===== src/rtl/sar_seq_pkg.sv =====
package sar_seq_pkg;

    localparam int RES_W      = 10;
    localparam int CH_NUM     = 8;
    localparam int CH_W       = $clog2(CH_NUM);
    localparam int DATA_W     = 8;
    localparam int SAMPLE_CYC = 4;

    localparam int CTL_EN_POS  = 0;
    localparam int CTL_HW_POS  = 6;
    localparam int CTL_GO_POS  = 7;

    typedef enum logic [1:0] {
        ST_IDLE   = 2'd0,
        ST_SAMPLE = 2'd1,
        ST_CONV   = 2'd2
    } sar_state_e;

    typedef enum logic {
        SEL_CTL  = 1'b0,
        SEL_CHAN = 1'b1
    } wr_sel_e;

    typedef struct packed {
        logic go;
        logic hw_trig;
        logic enable;
    } ctl_t;

    function automatic ctl_t unpack_ctl(input logic [DATA_W-1:0] d);
        ctl_t c;
        c.enable  = d[CTL_EN_POS];
        c.hw_trig = d[CTL_HW_POS];
        c.go      = d[CTL_GO_POS];
        return c;
    endfunction

    function automatic logic sw_running(input ctl_t c);
        return c.enable & ~c.hw_trig & c.go;
    endfunction

endpackage


===== src/rtl/sar_seq_regs.sv =====
module sar_seq_regs
    import sar_seq_pkg::*;
(
    input  logic              clk,
    input  logic              rst,
    input  logic              wr_en,
    input  logic              wr_sel,
    input  logic [DATA_W-1:0] wr_data,
    output ctl_t              ctl_o,
    output logic [CH_W-1:0]   chan_o,
    output logic              run_next_o,
    output logic              restart_o
);

    ctl_t            ctl_q, ctl_d;
    logic [CH_W-1:0] chan_q, chan_d;

    always_comb begin
        ctl_d  = ctl_q;
        chan_d = chan_q;
        if (wr_en) begin
            if (wr_sel_e'(wr_sel) == SEL_CTL) begin
                ctl_d    = unpack_ctl(wr_data);
                // go is only accepted when enable was set beforehand
                ctl_d.go = ctl_d.go & ctl_q.enable;
            end else begin
                chan_d = wr_data[CH_W-1:0];
            end
        end
    end

    assign run_next_o = sw_running(ctl_d);
    assign restart_o  = wr_en & run_next_o;

    always_ff @(posedge clk) begin
        if (rst) begin
            ctl_q  <= '0;
            chan_q <= '0;
        end else begin
            ctl_q  <= ctl_d;
            chan_q <= chan_d;
        end
    end

    assign ctl_o  = ctl_q;
    assign chan_o = chan_q;

    AST_GO_NEEDS_ENABLE: assert property (@(posedge clk) disable iff (rst)
        (!ctl_q.enable && wr_en && wr_sel == 1'b0) |=> !ctl_q.go);

endmodule


===== src/rtl/sar_seq_engine.sv =====
module sar_seq_engine
    import sar_seq_pkg::*;
#(
    parameter int RES_BITS   = RES_W,
    parameter int SMP_CYCLES = SAMPLE_CYC
) (
    input  logic                clk,
    input  logic                rst,
    input  logic                run_i,
    input  logic                restart_i,
    input  logic                cmp_i,
    output logic [RES_BITS-1:0] dac_o,
    output logic                busy_o,
    output logic                irq_o,
    output logic                load_o,
    output logic [RES_BITS-1:0] value_o
);

    localparam int CNT_W = (SMP_CYCLES > 1) ? $clog2(SMP_CYCLES) : 1;
    localparam int IDX_W = (RES_BITS > 1) ? $clog2(RES_BITS) : 1;
    localparam logic [CNT_W-1:0] CNT_LAST = CNT_W'(SMP_CYCLES - 1);
    localparam logic [IDX_W-1:0] IDX_TOP  = IDX_W'(RES_BITS - 1);

    sar_state_e          state_q;
    logic [CNT_W-1:0]    cnt_q;
    logic [IDX_W-1:0]    idx_q;
    logic [RES_BITS-1:0] acc_q;
    logic                irq_q;

    logic [RES_BITS-1:0] trial;
    logic [RES_BITS-1:0] decided;
    logic                finish;

    always_comb begin
        trial   = acc_q | (RES_BITS'(1) << idx_q);
        decided = cmp_i ? trial : acc_q;
        finish  = (state_q == ST_CONV) && (idx_q == '0) && run_i && !restart_i;
    end

    always_ff @(posedge clk) begin
        if (rst) begin
            state_q <= ST_IDLE;
            cnt_q   <= '0;
            idx_q   <= '0;
            acc_q   <= '0;
            irq_q   <= 1'b0;
        end else begin
            irq_q <= finish;
            if (!run_i) begin
                state_q <= ST_IDLE;
                cnt_q   <= '0;
                idx_q   <= '0;
                acc_q   <= '0;
            end else if (restart_i || state_q == ST_IDLE) begin
                state_q <= ST_SAMPLE;
                cnt_q   <= '0;
                idx_q   <= '0;
                acc_q   <= '0;
            end else begin
                unique case (state_q)
                    ST_SAMPLE: begin
                        if (cnt_q == CNT_LAST) begin
                            state_q <= ST_CONV;
                            idx_q   <= IDX_TOP;
                            acc_q   <= '0;
                        end else begin
                            cnt_q <= cnt_q + 1'b1;
                        end
                    end
                    ST_CONV: begin
                        acc_q <= decided;
                        if (idx_q == '0) begin
                            state_q <= ST_SAMPLE;
                            cnt_q   <= '0;
                        end else begin
                            idx_q <= idx_q - 1'b1;
                        end
                    end
                    default: state_q <= ST_IDLE;
                endcase
            end
        end
    end

    assign dac_o   = (state_q == ST_CONV) ? trial : '0;
    assign busy_o  = (state_q != ST_IDLE);
    assign irq_o   = irq_q;
    assign load_o  = finish;
    assign value_o = decided;

    AST_IRQ_SINGLE: assert property (@(posedge clk) disable iff (rst)
        irq_q |=> !irq_q);

    AST_STOP_AT_ONCE: assert property (@(posedge clk) disable iff (rst)
        !run_i |=> (state_q == ST_IDLE && !irq_q));

    AST_IDLE_QUIET: assert property (@(posedge clk) disable iff (rst)
        (state_q == ST_IDLE) |-> (dac_o == '0 && !irq_q));

    AST_RESTART_SAMPLES: assert property (@(posedge clk) disable iff (rst)
        (restart_i && run_i) |=> (state_q == ST_SAMPLE && cnt_q == '0 && !irq_q));

    AST_SAMPLE_THEN_MSB: assert property (@(posedge clk) disable iff (rst)
        (state_q == ST_SAMPLE && cnt_q == CNT_LAST && run_i && !restart_i)
        |=> (state_q == ST_CONV && idx_q == IDX_TOP));

endmodule


===== src/rtl/sar_seq_result.sv =====
module sar_seq_result
    import sar_seq_pkg::*;
#(
    parameter int RES_BITS = RES_W
) (
    input  logic                clk,
    input  logic                rst,
    input  logic                load_i,
    input  logic [RES_BITS-1:0] value_i,
    output logic [RES_BITS-1:0] result_o
);

    logic [RES_BITS-1:0] result_q;

    always_ff @(posedge clk) begin
        if (rst) begin
            result_q <= '0;
        end else if (load_i) begin
            result_q <= value_i;
        end
    end

    assign result_o = result_q;

    AST_RESULT_HOLD: assert property (@(posedge clk) disable iff (rst)
        !load_i |=> $stable(result_q));

endmodule


===== src/rtl/sar_seq_top.sv =====
module sar_seq_top
    import sar_seq_pkg::*;
#(
    parameter int RES_BITS   = RES_W,
    parameter int SMP_CYCLES = SAMPLE_CYC
) (
    input  logic                clk,
    input  logic                rst,
    input  logic                wr_en,
    input  logic                wr_sel,
    input  logic [DATA_W-1:0]   wr_data,
    input  logic                cmp_in,
    output logic [RES_BITS-1:0] dac_code,
    output logic [CH_W-1:0]     chan_sel,
    output logic                busy,
    output logic                done_irq,
    output logic [RES_BITS-1:0] result
);

    ctl_t                ctl;
    logic                run_next;
    logic                restart;
    logic                load;
    logic [RES_BITS-1:0] value;

    sar_seq_regs u_regs (
        .clk        (clk),
        .rst        (rst),
        .wr_en      (wr_en),
        .wr_sel     (wr_sel),
        .wr_data    (wr_data),
        .ctl_o      (ctl),
        .chan_o     (chan_sel),
        .run_next_o (run_next),
        .restart_o  (restart)
    );

    sar_seq_engine #(
        .RES_BITS   (RES_BITS),
        .SMP_CYCLES (SMP_CYCLES)
    ) u_engine (
        .clk       (clk),
        .rst       (rst),
        .run_i     (run_next),
        .restart_i (restart),
        .cmp_i     (cmp_in),
        .dac_o     (dac_code),
        .busy_o    (busy),
        .irq_o     (done_irq),
        .load_o    (load),
        .value_o   (value)
    );

    sar_seq_result #(
        .RES_BITS (RES_BITS)
    ) u_result (
        .clk      (clk),
        .rst      (rst),
        .load_i   (load),
        .value_i  (value),
        .result_o (result)
    );

    AST_DISABLED_IDLE: assert property (@(posedge clk) disable iff (rst)
        !ctl.enable |-> !busy);

    AST_HW_TRIG_IDLE: assert property (@(posedge clk) disable iff (rst)
        ctl.hw_trig |-> !busy);

endmodule


===== config.mk =====
export PLATFORM = sky130hd
export DESIGN_NAME = sar_seq_top
export DESIGN_NICKNAME = d
export VERILOG_FILES = /design/src/rtl/sar_seq_pkg.sv /design/src/rtl/sar_seq_regs.sv /design/src/rtl/sar_seq_engine.sv /design/src/rtl/sar_seq_result.sv /design/src/rtl/sar_seq_top.sv
export SDC_FILE = /design/constraint.sdc
export NUM_CORES = 1
export LEC_CHECK = 0
export BUFFER_PORTS_ARGS = -buffer_cell sky130_fd_sc_hd__buf_4
export CORE_AREA = 2 2 72 57
export DETAILED_ROUTE_END_ITERATION = 6
export DIE_AREA = 0 0 74 59
export PLACE_DENSITY = 0.7
export SLEW_MARGIN = 20
export SYNTH_ARGS = -nofsm -noshare
export SYNTH_HDL_FRONTEND = slang
export SYNTH_SLANG_ARGS = --single-unit

===== constraint.sdc =====
create_clock -name clk -period 2 [get_ports clk]
set_input_delay 0.3 -clock clk [delete_from_list [all_inputs] [get_ports clk]]
set_output_delay 0.3 -clock clk [all_outputs]
set_load 0.02 [all_outputs]

==> reports/results.env, run 1 <==
OUTCOME='complete, no violations'
DRT_DRC_VIOLATIONS_LEFT=0
PLACE.DETAILED.HPWL_MM=2.68
GRT_ANTENNA_BEFORE_REPAIR=0
CRITICAL_PATH_PEAK_FANOUT=5
TIMING.HOLD.WS_NS=0.253
WORST_HOLD_PATH_TYPE='input port to flop'
GLOBAL_ROUTE.OVERFLOW_TOTAL=0
GP_CONGESTION=0.816
CLOCK_TREE.HTREE_LEVEL_COUNT=2
SETUP_VIOL=0
VIA_COUNT_OF_THE_FIRST_GLOBAL_ROUTING_PASS=1267
GRT_USAGE_PCT=18.4
STARTPOINT_TYPE='flop'
YS_FF_LATCH=35
FIRST_ITER_VIOLATIONS=65
CRIT_REQUIRED_NS=1.70
SYNTH_EDF_COUNT=0
PATH_CLK_SLEW_NS=0.07
MAX-SLEW-MARGIN-REL_PCT=70.3
DIE_W_UM=74
FLOORPLAN.DIE_AREA_MM2=0.00437
VDD.IR_DROP.WORST_V=0.000272
DR_TOTAL_VIAS=1493
FINAL_NET_COUNT=260
FIN_SETUP_TNS_NS=0
SYNTH_TOP_AREA_SHARE_PCT=39.8
SYNTH-MAIN-FF-CELL='sky130_fd_sc_hd__dfxtp_1'
FINALHOLDVIOLATIONS=0
YOSYS.CELL_COUNT.TOP_TYPE='sky130_fd_sc_hd__dfxtp_1'
TIGHTESTPINTRANSITION_NS=0.446
TOTAL_LEAKAGE_POWER_nW=0.826
DIE_H_UM=59
BOUNDARYPINS=38
AREAGROWTHSYNTHTOFINISH_PCT=22.8
GRT_MAX_DEGREE=19
NETLIST_AREA_MM2=0.00176
WIRE_LENGTH_OF_THE_FIRST_GLOBAL_ROUTING_PASS_MM=5.99
LATER_PIN_CLOCK_LATENCY_IN_THE_SKEW_REPORT_NS=0.29
ASYNCSETRESETFLOPFRACSYNTH_PCT=0
ANTENNA_CELLS_INSERTED=0
NUMBER_OF_PLACEMENT_ROWS=19
SYNTH.DISTINCT_CELLS=39
POST_SYNTH_MAIN_AREA_CONTRIBUTORS='sky130_fd_sc_hd__dfxtp_1 (40%), sky130_fd_sc_hd__ha_1 (7.8%), sky130_fd_sc_hd__a21oi_1 (6.8%)'
VIASPERCELL=5.17
CORE_AREA_MM2=0.00359
CTS_TREE='yes'
SYNTH-WARNING-COUNT=0
ANTENNA_VIOLATING_NETS_POST_ROUTE=0
POST_DRT_WL_PER_CELL_UM=12.7
WORST_CLOCK_SKEW_NS=0.00530
SYNTH.AVG_CELL_AREA_UM2=8.84
CP-END-KIND='output port'
POST-ROUTE-PERIOD-UTIL_PCT=96.7
SYN_INST=199
NUMBER_OF_MAXIMUM_CAPACITANCE_VIOLATIONS=0
ARRIVAL_NS=1.63
NUMBER_OF_MAX_SLEW_VIOLATIONS_IN_THE_FINAL_REPORT=0
YS_TOP_CELLS_BY_COUNT='sky130_fd_sc_hd__dfxtp_1 (35), sky130_fd_sc_hd__nor2_1 (27), sky130_fd_sc_hd__a21oi_1 (24)'
SYNTH.NET_COUNT=223
FMAX_GHz=0.517
CTS_NUM_SINKS=35
CELL_TAKING_THE_MOST_AREA_AFTER_SYNTHESIS='sky130_fd_sc_hd__dfxtp_1'
P_PER_AREA_mW_PER_MM2=579
PORT_BUFFERS=34
FIRSTDRTPASSITERS=4
YS_SEQ_AREA_SHARE_PCT=39.8
CLOCK-ROOT-BUFFER='sky130_fd_sc_hd__clkbuf_8'
DETAIL_ROUTE.WIRELENGTH_MM=3.66
INITIAL_UTILIZATION_PCT=49.0
LAYOUT_MIN_CYCLE_TIME_NS=1.93
CTS.PATH.MAX_BUFFERS=2
CRITPATHKIND='flop to output port'
FINAL_LAYOUT_SIZE_SUFFIX_GT1_SHARE_PCT=26.6
CTS_BUFFERS=5
[routing by layer]
layer | GRT usage [%] | vias to the layer above | wire (um)
li1 | - | 779 | -
met4 | 7.79 | 0 | 58
met2 | 22.2 | 37 | 1470
met3 | 4.59 | 5 | 197
met1 | 29.7 | 672 | 1930
met5 | 0 | - | 0
[area by class of cell]
cell class	count	area, um^2
Clock buffer	6	72.6
Clock inverter	2	12.5
Fill cell	339	1430
Inverter	8	30.0
Multi-Input combinational cell	144	962
Sequential cell	35	703
Tap cell	52	65.1
Timing Repair Buffer	42	315
[what timing repair did]
| item | CTS | global route |
|---|---|---|
| gates resized for setup | 3 | 3 |
| setup buffers | 0 | 2 |
| setup endpoints to repair | 1 | 4 |
| hold buffers | 0 | 0 |
| cloned | 0 | 0 |
[state kept, by name, indices dropped and copies added (netlist names)]
register and flops:
u_engine.irq_o 1, u_engine.idx_q 4, u_engine.cnt_q 2, u_engine.state_q 2, u_engine.acc_q 10, u_regs.chan_o 3, u_result.result_o 10, u_regs.ctl_o 3
[cells in the final DEF, fill, tap and decap left out, drive strengths merged]
| cell | netlist | layout |
|---|---|---|
| buf | 8 | 42 |
| dfxtp | 35 | 35 |
| nor2 | 27 | 27 |
| a21oi | 24 | 24 |
| nor2b | 12 | 12 |
| ha | 11 | 11 |
| a211oi | 9 | 9 |
| nand2 | 8 | 8 |
| a31oi | 8 | 8 |
| inv | 8 | 8 |
| nor3 | 7 | 7 |
| nand3 | 6 | 6 |
| clkbuf | 4 | 6 |
| mux2i | 5 | 5 |
| a41oi | 3 | 3 |
| nand2b | 2 | 2 |
| nand4 | 2 | 2 |
| or3b | 2 | 2 |
| a21boi | 2 | 2 |
| and2 | 2 | 2 |
| nand4bb | 1 | 1 |
| nor3b | 1 | 1 |
| nand3b | 1 | 1 |
| nor4 | 1 | 1 |
| a21bo | 1 | 1 |
| o21bai | 1 | 1 |
| o21a | 1 | 1 |
| a22oi | 1 | 1 |
| nand4b | 1 | 1 |
| or4b | 1 | 1 |
| a32oi | 1 | 1 |
| and4 | 1 | 1 |
| o21ai | 1 | 1 |
| o21ba | 1 | 1 |
| clkinvlp | 0 | 1 |
| clkinv | 0 | 1 |
[stage by stage]
step	util (%)	total power, mW	worst slack, ns	area (um^2)	instances
after CTS	59.6	1.27	0.0248	2140	287
final	60.2	1.25	0.0662	2160	289
after global routing	60.2	1.30	-0.00461	2160	289
after global placement	57.2	0.769	0.193	2050	279
after floorplan	-	0.747	0.121	1760	199
after detailed placement	57.2	0.769	0.126	2050	279
[cells by family (layout without fill, tap and decap cells)]
group                      after synthesis  after routing  share of synthesized area (%)
muxes                                    5              5                           2.85
AOI/OAI and AO/OA                       53             53                           19.9
and+or+nand+nor                         75             75                           23.8
adders and majority gates               11             11                           7.82
buffers and inverters                   20             58                           5.76
DFF                                     35             35                           39.8
[worst max-delay path, cell delays in order (launching register included)]
cell,delay (ns)
sky130_fd_sc_hd__dfxtp_1,0.35
sky130_fd_sc_hd__inv_2,0.10
sky130_fd_sc_hd__ha_1,0.16
sky130_fd_sc_hd__or3b_4,0.42
sky130_fd_sc_hd__a21boi_1,0.16
sky130_fd_sc_hd__buf_4,0.16
[path summary, 6_finish.rpt]
path	from	end	slack (ns)	cells past startpoint
setup / recovery	u_engine.idx_q[1]	dac_code[0]	0.07	5
hold reg to reg	u_regs.chan_o[0]	u_regs.chan_o[0]	0.45	2
hold / removal	wr_data[6]	u_regs.ctl_o[1]	0.25	3
setup reg to reg	u_engine.idx_q[1]	u_engine.state_q[0]	0.23	7
[power breakdown]
part	internal [mW]	switching (mW)	leakage, nW	total [mW]
logic	0.0225	0.0263	0.502	0.0487
clock network	0.243	0.254	0.0412	0.498
registers	0.702	0.00306	0.283	0.705
total	0.967	0.284	0.826	1.25
No activity file was read; power rests on OpenSTA's default activity.
==> run 2: changes to the inputs <==
Settings changed: CAP_MARGIN set to 0, PLACE_DENSITY 0.7 to 0.68.
==> run 2 against run 1 <==
Against the previous run:
- global-route usage increased by 1.6 points
- final cell count unchanged
- clock power increased by 51%
- sequential power about the same
- worst setup slack got worse by 0.011 ns
- wire length increased by 12%
- cell area increased by 2.0%
- fmax decreased by 0.55%
- largest cell class unchanged
==> reports/results.env, run 2 (synthesis results as in run 1) <==
OUTCOME='complete, no violations'  # unchanged
CTS_NUM_SINKS=35  # unchanged
MOST_USED_CELLS_IN_THE_LAYOUT_EXCLUDING_FILL_AND_TAP_CELLS='sky130_fd_sc_hd__buf_4 (42), sky130_fd_sc_hd__dfxtp_1 (34), sky130_fd_sc_hd__nor2_1 (27)'  # was sky130_fd_sc_hd__buf_4 (42), sky130_fd_sc_hd__dfxtp_1 (33), sky130_fd_sc_hd__nor2_1 (27)
DRT_DRC_VIOLATIONS_LEFT=0  # unchanged
R2R.WORST_PATH.CELLS=7  # unchanged
NUMBER_OF_MAXIMUM_CAPACITANCE_VIOLATIONS=0  # unchanged
GRT_MAX_DEGREE=19  # unchanged
CP-END-KIND='output port'  # unchanged
CTS_TREE='yes'  # unchanged
GP_CONGESTION=0.750  # was 0.816
NUMBER_OF_PLACEMENT_ROWS=19  # unchanged
VIA_COUNT_OF_THE_FIRST_GLOBAL_ROUTING_PASS=1449  # was 1267
RSZ_0062_RAISED_AFTER_GLOBAL_ROUTING='no'
FINAL-INSTANCE-COUNT-EXCL-FILL=289  # unchanged
CRITICAL_PATH_PEAK_FANOUT=4  # was 5
SETUP_VIOL=0  # unchanged
GRT_USAGE_PCT=20.0  # was 18.4%
DR_TOTAL_VIAS=1569  # was 1493
WORST_SETUP_PATH_ENDPOINT='dac_code[0]'  # unchanged
CLOCK_POWER_SHARE_PCT=49.9  # was 39.8%
GLOBAL_ROUTE.OVERFLOW_TOTAL=0  # unchanged
ANTENNA_CELLS_INSERTED=0  # unchanged
STARTPOINT_TYPE='flop'  # unchanged
DETAILED_PLACE.AREA_MM2=0.00206  # was 0.00205 mm^2
CTS_BUFFERS=5  # unchanged
SHARE_SEQ_OF_TOTAL_POWER_PCT=46.8  # was 56.3%
NUMBER_OF_MAX_SLEW_VIOLATIONS_IN_THE_FINAL_REPORT=0  # unchanged
MIN_DELAY_PATH_DEPTH=3  # unchanged
LAYOUT.CORE_UTILIZATION_PCT=61.4  # was 60.2%
FINALHOLDVIOLATIONS=0  # unchanged
FMAX_GHz=0.514  # was 0.517 GHz
FINAL_LAYOUT_SIZE_SUFFIX_GT1_SHARE_PCT=25.7  # was 26.6%
TIMING.CRITICAL_PATH.CELLS='inv_2 -> ha_1 -> or3b_4 -> a21boi_1 -> buf_4'  # unchanged
ANTENNA_VIOLATING_NETS_POST_ROUTE=0  # unchanged
DP.CELLS=280  # was 279
COMB_POWER_SHARE_PCT=3.3  # was 3.9%
WORST_HOLD_PATH_TYPE='input port to flop'  # unchanged
LATER_PIN_CLOCK_LATENCY_IN_THE_SKEW_REPORT_NS=0.29  # about the same
BOUNDARYPINS=38  # unchanged
TIGHTESTPINTRANSITION_NS=0.436  # was 0.446 ns
FINAL_DESIGN_AREA_NO_FILL_MM2=0.00220  # was 0.00216 mm^2
CORE_AREA_MM2=0.00359  # unchanged
FIN_SETUP_TNS_NS=0  # unchanged
PLACE.DETAILED.HPWL_MM=3.01  # was 2.68 mm
CRIT_REQUIRED_NS=1.70  # about the same
CTS.PATH.MAX_BUFFERS=2  # unchanged
CRITPATHKIND='flop to output port'  # unchanged
POST_DRT_WL_PER_CELL_UM=14.2  # was 12.7 um
LAYOUT_MIN_CYCLE_TIME_NS=1.94  # was 1.93 ns
CLOCK-ROOT-BUFFER='sky130_fd_sc_hd__clkbuf_8'  # unchanged
VIASPERCELL=5.43  # was 5.17
CLOCK_TREE.HTREE_LEVEL_COUNT=2  # unchanged
FLOORPLAN.DIE_AREA_MM2=0.00437  # unchanged
MAX-SLEW-MARGIN-REL_PCT=70.9  # was 70.3%
TIMING.HOLD.WS_NS=0.270  # was 0.253 ns
POST-ROUTE-PERIOD-UTIL_PCT=97.2  # was 96.7%
INTERNAL-POWER_mW=1.22  # was 0.967 mW
DETAIL_ROUTE.WIRELENGTH_MM=4.11  # was 3.66 mm
GRT_ANTENNA_BEFORE_REPAIR=0  # unchanged
SWITCHINGPOWER_mW=0.284  # about the same
DIE_W_UM=74  # unchanged
TOTAL_LEAKAGE_POWER_nW=0.850  # was 0.826 nW
MOST_COMMON_CELL_AFTER_LAYOUT_FILL_AND_TAPS_ASIDE='sky130_fd_sc_hd__buf_4'  # unchanged
CRIT_PATH_MAX_INCR_DELAY_NS=0.40  # was 0.42 ns
WIRE_LENGTH_OF_THE_FIRST_GLOBAL_ROUTING_PASS_MM=6.57  # was 5.99 mm
FIRST_ITER_VIOLATIONS=51  # was 65
AREAGROWTHSYNTHTOFINISH_PCT=25.3  # was 22.8%
POWER.SWITCHING_FRACTION_PCT=18.8  # was 22.7%
DIE_H_UM=59  # unchanged
FIRSTDRTPASSITERS=4  # unchanged
FINAL_NET_COUNT=260  # unchanged
INITIAL_UTILIZATION_PCT=49.0  # unchanged
PATH_CLK_SLEW_NS=0.07  # about the same
P_PER_AREA_mW_PER_MM2=683  # was 579 mW/mm^2
REG2REG_FROM='u_engine.idx_q[1]'  # unchanged
WORST_PATH_MAX_DELAY_CELL='sky130_fd_sc_hd__or3b_4'  # unchanged
ARRIVAL_NS=1.64  # was 1.63 ns
WORST_CLOCK_SKEW_NS=0.00441  # was 0.00530 ns
CRITPATHLAUNCH='u_engine.idx_q[1]'  # unchanged
VDD.IR_DROP.WORST_V=0.000580  # was 0.000272 V
REG2REG_SETUP_SLACK_NS=0.15  # was 0.23 ns
CRITICAL_PATH.REG2REG.ENDPOINT='u_engine.idx_q[2]'  # was u_engine.state_q[0]
PORT_BUFFERS=34  # unchanged
==> run 2: critical path, delay by kind of cell, from the launching register on <==
| kind | cells | cell delay (ns) |
|---|---|---|
| buffers and inverters | 2 | 0.26 |
| adders and majority gates | 1 | 0.18 |
| AOI/OAI and AO/OA | 1 | 0.17 |
| and+or+nand+nor | 1 | 0.40 |
| DFF | 1 | 0.35 |
==> run 2: how the worst min path moves through the flow <==
stage / startpoint / end
3_3_place_gp: u_regs.chan_o[2] / u_regs.chan_o[2]
5_1_grt: wr_en / u_engine.irq_o
4_1_cts: wr_data[1] / u_regs.chan_o[1]
2_1_floorplan: wr_data[0] / u_regs.ctl_o[0]
6_report: wr_data[1] / u_regs.chan_o[1]
3_5_place_dp: u_regs.chan_o[0] / u_regs.chan_o[0]
==> run 2: routing by layer <==
metal | share of wire, % | global-route usage (%) | vias up
met5 | 0 | 0 | -
met4 | 1.3 | 7.53 | 0
met3 | 6.2 | 5.10 | 7
met2 | 48 | 32.4 | 55
met1 | 45 | 25.7 | 728
li1 | - | - | 779
==> run 2: power by group through the flow <==
stage	combinational, mW	clock (mW)	sequential [mW]
finish	0.0493	0.752	0.705
global route	0.0541	0.797	0.705
floorplan	0.0235	0	0.724
detailed placement	0.0490	0	0.721
global placement	0.0472	0	0.721
CTS	0.0493	0.767	0.705
==> run 2: cell type report <==
cell class,instances,area [um^2]
Fill cell,295,1390
Multi-Input combinational cell,144,960
Sequential cell,35,702
Timing Repair Buffer,42,315
Clock buffer,6,72.6
Tap cell,52,65.1
Clock inverter,2,60.1
Inverter,8,30.0
==> run 2: per-stage QoR <==
stage	power, mW	setup WS [ns]
2_1_floorplan	0.747	0.121
3_3_place_gp	0.768	0.214
3_5_place_dp	0.770	0.140
4_1_cts	1.52	0.0595
5_1_grt	1.56	0.00306
6_report	1.51	0.0555
==> run 2: what timing repair did <==
item	4_1_cts	5_1_grt
setup buffers	1	0
hold buffers	0	0
setup endpoints to repair	1	2
resized for setup	3	1
